`src/rtl/swc_pkg.sv`:
```
package swc_pkg;
  localparam int NSRC = 3;
  localparam int VW   = 8;

  typedef enum logic [1:0] {ST_RUN, ST_SLEEP, ST_SETTLE} swc_state_e;
  typedef enum logic [1:0] {WK_NONE, WK_RST, WK_IRQ, WK_RESUME} wake_kind_e;

  localparam logic [1:0] CAUSE_EXT = 2'b01;
  localparam logic [1:0] CAUSE_WDT = 2'b10;

  // source index: 0 port change, 1 comparator, 2 adc done
  function automatic logic [VW-1:0] src_vec(input int idx);
    case (idx)
      0:       return 8'h06;
      1:       return 8'h0F;
      default: return 8'h0C;
    endcase
  endfunction
endpackage

```
`src/rtl/swc_wake_arb.sv`:
```
module swc_wake_arb
  import swc_pkg::*;
(
  input  logic            ext_i,
  input  logic            wdt_i,
  input  logic [NSRC-1:0] cont_i,
  input  logic            gie_i,
  output logic            hit_o,
  output wake_kind_e      kind_o,
  output logic [1:0]      cause_o,
  output logic [VW-1:0]   vec_o
);
  logic [VW-1:0] sel_vec;

  // lowest index wins
  always_comb begin
    sel_vec = '0;
    for (int i = NSRC-1; i >= 0; i--) begin
      if (cont_i[i]) sel_vec = src_vec(i);
    end
  end

  always_comb begin
    hit_o   = 1'b0;
    kind_o  = WK_NONE;
    cause_o = 2'b00;
    vec_o   = '0;
    if (ext_i) begin
      hit_o   = 1'b1;
      kind_o  = WK_RST;
      cause_o = CAUSE_EXT;
    end else if (wdt_i) begin
      hit_o   = 1'b1;
      kind_o  = WK_RST;
      cause_o = CAUSE_WDT;
    end else if (|cont_i) begin
      hit_o = 1'b1;
      if (gie_i) begin
        kind_o = WK_IRQ;
        vec_o  = sel_vec;
      end else begin
        kind_o = WK_RESUME;
      end
    end
  end
endmodule

```
`src/rtl/swc_settle_cnt.sv`:
```
module swc_settle_cnt #(
  parameter int CW = 8
) (
  input  logic          clk_i,
  input  logic          rst_ni,
  input  logic          load_i,
  input  logic [CW-1:0] load_val_i,
  output logic          done_o
);
  logic [CW-1:0] cnt_q;

  always_ff @(posedge clk_i or negedge rst_ni) begin
    if (!rst_ni)            cnt_q <= '0;
    else if (load_i)        cnt_q <= load_val_i;
    else if (cnt_q != '0)   cnt_q <= cnt_q - 1'b1;
  end

  assign done_o = (cnt_q == '0);
endmodule

```
`src/rtl/sleep_wake_ctrl.sv`:
```
module sleep_wake_ctrl
  import swc_pkg::*;
#(
  parameter int SETTLE_RC = 32,
  parameter int SETTLE_HS = 64,
  parameter int SETTLE_LS = 128
) (
  input  logic            clk_i,
  input  logic            rst_ni,
  input  logic            sleep_i,
  input  logic            gie_i,
  input  logic            wdt_en_i,
  input  logic [NSRC-1:0] wake_en_i,
  input  logic [NSRC-1:0] wake_evt_i,
  input  logic            wdt_timeout_i,
  input  logic            ext_rst_i,
  input  logic            adc_busy_i,
  input  logic [1:0]      osc_mode_i,
  output logic            clk_gate_o,
  output logic            wdt_clr_o,
  output logic            rst_req_o,
  output logic [1:0]      rst_cause_o,
  output logic            irq_req_o,
  output logic [VW-1:0]   irq_vec_o,
  output logic            resume_o
);
  localparam int MAXS = (SETTLE_LS > SETTLE_HS) ?
                        ((SETTLE_LS > SETTLE_RC) ? SETTLE_LS : SETTLE_RC) :
                        ((SETTLE_HS > SETTLE_RC) ? SETTLE_HS : SETTLE_RC);
  localparam int CW = $clog2(MAXS + 1);

  swc_state_e      state_q;
  logic            gie_q, wdt_en_q, adc_q, wdt_clr_q;
  logic [NSRC-1:0] en_q;
  logic [CW-1:0]   settle_q, settle_sel;
  wake_kind_e      kind_q;
  logic [1:0]      cause_q;
  logic [VW-1:0]   vec_q;

  logic            arb_hit;
  wake_kind_e      arb_kind;
  logic [1:0]      arb_cause;
  logic [VW-1:0]   arb_vec;
  logic            cnt_load, cnt_done, release_w;
  logic            enter_w, wake_w;

  always_comb begin
    case (osc_mode_i)
      2'd0:    settle_sel = CW'(SETTLE_RC - 1);
      2'd1:    settle_sel = CW'(SETTLE_HS - 1);
      default: settle_sel = CW'(SETTLE_LS - 1);
    endcase
  end

  assign enter_w = (state_q == ST_RUN) && sleep_i;
  assign wake_w  = (state_q == ST_SLEEP) && arb_hit;

  swc_wake_arb u_arb (
    .ext_i   (ext_rst_i),
    .wdt_i   (wdt_timeout_i & wdt_en_q),
    .cont_i  (wake_evt_i & en_q),
    .gie_i   (gie_q),
    .hit_o   (arb_hit),
    .kind_o  (arb_kind),
    .cause_o (arb_cause),
    .vec_o   (arb_vec)
  );

  assign cnt_load = wake_w;

  swc_settle_cnt #(.CW(CW)) u_cnt (
    .clk_i      (clk_i),
    .rst_ni     (rst_ni),
    .load_i     (cnt_load),
    .load_val_i (settle_q),
    .done_o     (cnt_done)
  );

  always_ff @(posedge clk_i or negedge rst_ni) begin
    if (!rst_ni) begin
      state_q   <= ST_RUN;
      gie_q     <= 1'b0;
      wdt_en_q  <= 1'b0;
      adc_q     <= 1'b0;
      en_q      <= '0;
      settle_q  <= '0;
      wdt_clr_q <= 1'b0;
      kind_q    <= WK_NONE;
      cause_q   <= 2'b00;
      vec_q     <= '0;
    end else begin
      wdt_clr_q <= enter_w;
      case (state_q)
        ST_RUN: if (sleep_i) begin
          state_q  <= ST_SLEEP;
          gie_q    <= gie_i;
          wdt_en_q <= wdt_en_i;
          adc_q    <= adc_busy_i;
          en_q     <= wake_en_i & ~{NSRC{wdt_en_i}};
          settle_q <= settle_sel;
        end
        ST_SLEEP: if (arb_hit) begin
          state_q <= ST_SETTLE;
          kind_q  <= arb_kind;
          cause_q <= arb_cause;
          vec_q   <= arb_vec;
        end
        ST_SETTLE: if (cnt_done) state_q <= ST_RUN;
        default: state_q <= ST_RUN;
      endcase
    end
  end

  assign release_w   = (state_q == ST_SETTLE) && cnt_done;
  assign clk_gate_o  = (state_q != ST_RUN) && !adc_q;
  assign wdt_clr_o   = wdt_clr_q;
  assign rst_req_o   = release_w && (kind_q == WK_RST);
  assign rst_cause_o = rst_req_o ? cause_q : 2'b00;
  assign irq_req_o   = release_w && (kind_q == WK_IRQ);
  assign irq_vec_o   = irq_req_o ? vec_q : '0;
  assign resume_o    = release_w && (kind_q == WK_RESUME);
endmodule

```
`config.mk`:
```
export PLATFORM = sky130hd
export DESIGN_NAME = sleep_wake_ctrl
export DESIGN_NICKNAME = d
export VERILOG_FILES = /design/src/rtl/swc_pkg.sv /design/src/rtl/swc_wake_arb.sv /design/src/rtl/swc_settle_cnt.sv /design/src/rtl/sleep_wake_ctrl.sv
export SDC_FILE = /design/constraint.sdc
export NUM_CORES = 1
export LEC_CHECK = 0
export CAP_MARGIN = 20
export CORE_ASPECT_RATIO = 0.6
export CORE_MARGIN = 2
export CORE_UTILIZATION = 50
export DETAILED_ROUTE_END_ITERATION = 6
export HOLD_SLACK_MARGIN = 0.06
export PLACE_DENSITY = 0.78
export SYNTH_ARGS = -nofsm -noshare
export SYNTH_HDL_FRONTEND = slang
export SYNTH_HIERARCHICAL = 1
export SYNTH_SLANG_ARGS = --single-unit
```
`constraint.sdc`:
```
create_clock -name clk_i -period 3.15 [get_ports clk_i]
set_input_delay 0.63 -clock clk_i [delete_from_list [all_inputs] [get_ports clk_i]]
set_output_delay 0.63 -clock clk_i [all_outputs]
set_load 0.005 [all_outputs]
```
==> metrics <==
status finished, final reports clean; Routability Congestion 0.790; initial antenna violation count 0; die area 0.00396 sq mm; Leak about 1.1 nW; Row Count 16; period utilization ~99%; CP startpoint kind flip-flop; clock latency on the worst-skew pair 280 ps; EDFF count, synth 0; HP Class flip-flop to flip-flop; FMAX 0.321 GHz; DR DRC count 0; synthesis warning total 6; Worst Tran Pin Value 741 ps; Crit path buffers/inverters 2; CTS sink count 32; VDD IR max 0.536 mV; final setup TNS 0 ps; Inserted Clock Buffers 5; share of layout cells above drive strength 1 26.4%; NumNets Final about 210; GRT met3 Usage 7.14%; Design Power 1.92 mW; Critical-path top delay cell clkdlybuf4s50_1; CTS Buffer Depth 2; Compound-Gate Fraction of Synth Area 7.89%; post-route ant nets 0; XOR/XNOR Fraction of Synth Area less than 1%; critical-path cell list inv_2 -> ha_4 -> or3b_4 -> nor2_4 -> nand4b_4 -> nor3b_1 -> clkdlybuf4s50_1; Setup Viol. Count Final 0; Simple-Gate Fraction of Synth Area between 20% and 30%; CP peak stage delay roughly 550 ps; WL final 4210 microns; Hold-fix buffers, CTS 0; initial core utilization between 50% and 60%; most common cell after layout, fill and taps aside dfrtp_1; Worst Path Required approximately 2500 ps; Critical Path End Type primary output; total track usage 22.6%; critical path type flip-flop to primary output; Power Density 845 mW/mm^2; largest fanout on the critical path 5; r2r startpoint wdt_en_q$_DFFE_PN0P_; Area Growth Syn to Fin 31.9%; Max Cap Violations 0; vias in the first global route approximately 1.4k; CTS tree yes; post-synthesis sequential area ratio 46.3%; met1 Use GR 29.3%; area of the multi-input gates approximately 910 sq um; IO Count 31; Port Buf Inserts 30; Vias/cell 5.76; most frequent cells in the layout dfrtp_1 (31), clkdlybuf4s50_1 (27), nor2_1 (11), mux2_2 (11); Avg Cell Area, Syn 11.1 sq um; crit path from u_cnt/cnt_q[0]$_DFFE_PN0P_; # fillers 250; total area of sequential cells 802 sq um; Mapped Cells roughly 160; delay-heaviest family, CP simple AND/OR/NAND/NOR gates; #FFs+latches synth 32; Die X between 70 and 80 microns; GRT overflow 0; final std cells w/o fill around 240; largest net degree at the start of global routing 33; Clock Skew between 5 and 6 ps; Final Max Tran Viols 0; Routed wire per std cell between 15 and 20 microns; Worst Path Arrival 2490 ps; GRT Max-Usage Layer met2; GR Util met2 34.0%; RSZ-0062 raised after global routing yes; post-synthesis mux area share 14.7%; first-pass GRT wire length 6720 microns; post-synthesis adder-cell area fraction less than 1%; HPWL after DPL roughly 2700 microns; die height between 40 and 50 microns; Max-Slew Margin vs Limit 50.2%; main combinational cell family by area after synthesis simple AND/OR/NAND/NOR gates; initial DRC count 139; Root Driver clkbuf_8; Async SR Flop Fraction between 90% and 100%; Primary FF master, synth dfrtp_1; cell count after placement ~230; worst hold start vec_q[0]$_DFFE_PN0P_; Mapped Area 0.00173 sq mm; DR pass1 iterations 4; total core area between 0.003 and 0.004 sq mm; detailed-route via count 1,393; Hold Vio Cnt, Final 0; fin crit period 3120 ps; count of cell types in the netlist 47; ANT cells 0; H-tree levels 2; Reg clk slew, reported paths ~70 ps
Yosys cell counts, types with 3 or more instances:
master	n	area, sq um
mux2_2	11	124
and2_1	5	31.3
nor2_1	12	45.0
mux2_4	8	120
and3_1	3	18.8
nor2b_1	4	25.0
inv_1	6	22.5
a21oi_1	4	20.0
nand2_1	6	22.5
nor3_1	4	20.0
o31ai_1	3	22.5
nor3b_1	10	75.1
dfrtp_1	32	801
buf_4	6	45.0
o21ai_0	4	20.0
worst register-to-register path: stages, from the launching register on:
cell and delay (ps):
dfrtp_1 340, and2_1 230, nor3_2 80, nand2_1 130, nand3b_4 240, inv_1 380
inv_1 180, o311ai_0 170, nand3_1 170
what timing repair did:
item | CTS | global route
setup endpoints to repair | 13 | 10
resized for setup | 12 | 5
cloned | 0 | 1
buffers inserted | 4 | 1
pin swaps | 2 | 0
worst paths after layout:
path	endpoint	depth (start not counted)	slack [ps]
worst max-delay path	irq_vec_o[2]	7	30
worst min-delay path	vec_q[0]$_DFFE_PN0P_	1	500
worst max register to register	u_cnt/cnt_q[6]$_DFFE_PN0P_	8	1100
worst min register to register	vec_q[0]$_DFFE_PN0P_	1	500
max in group asynchronous	u_cnt/cnt_q[4]$_DFFE_PN0P_	2	2080
min in group asynchronous	settle_q[5]$_DFFE_PN0P_	2	740
registers in the layout, summed over array words and instances, names as in the netlist:
| name | flops |
|---|---|
| cause_q | 2 |
| wdt_clr_o | 1 |
| adc_q | 1 |
| gie_q | 1 |
| settle_q | 3 |
| vec_q | 8 |
| kind_q | 2 |
| state_q | 2 |
| wdt_en_q | 1 |
| en_q | 3 |
| u_cnt/cnt_q | 8 |
where the power goes:
group | internal, mW | switching [mW]
clock network | 0.234 | 0.160
logic | 0.412 | 0.327
registers | 0.595 | 0.197
layer usage:
| metal | vias up | wire length (microns) |
|---|---|---|
| li1 | 635 | - |
| met1 | 644 | 1770 |
| met2 | 88 | 1920 |
| met3 | 26 | 330 |
| met4 | 0 | 188 |
| met5 | - | 0 |
per-stage QoR:
| stage | hold WS [ps] | setup slack, ps | utilization (%) | area, sq um |
|---|---|---|---|---|
| floorplan | 334 | 628 | - | 1740 |
| CTS | 508 | 11.4 | 68.0 | 2230 |
| finish | 505 | 32.2 | 69.4 | 2280 |
| detailed placement | 490 | 116 | 62.5 | 2050 |
| global placement | 480 | 220 | 62.5 | 2050 |
| global route | 526 | -54.3 | 69.4 | 2280 |
area by class of cell:
cell class	instances	area share (%)
multi-input combinational	112	40.0
sequential	32	35.2
timing repair buffer	39	16.5
clock buffer	5	3.02
tap	45	2.47
clock inverter	3	1.87
inverter	6	0.988
cells by family (layout without fill, tap and decap cells):
group / count (synthesis) / in the layout
simple gates: 64 / 65
flops: 32 / 32
compound gates: 20 / 20
mux: 20 / 20
buf+inv: 16 / 53
other cells: 2 / 5
fa+ha+maj: 1 / 1
xor+xnor: 1 / 1
(Power assumes the default switching activity.)
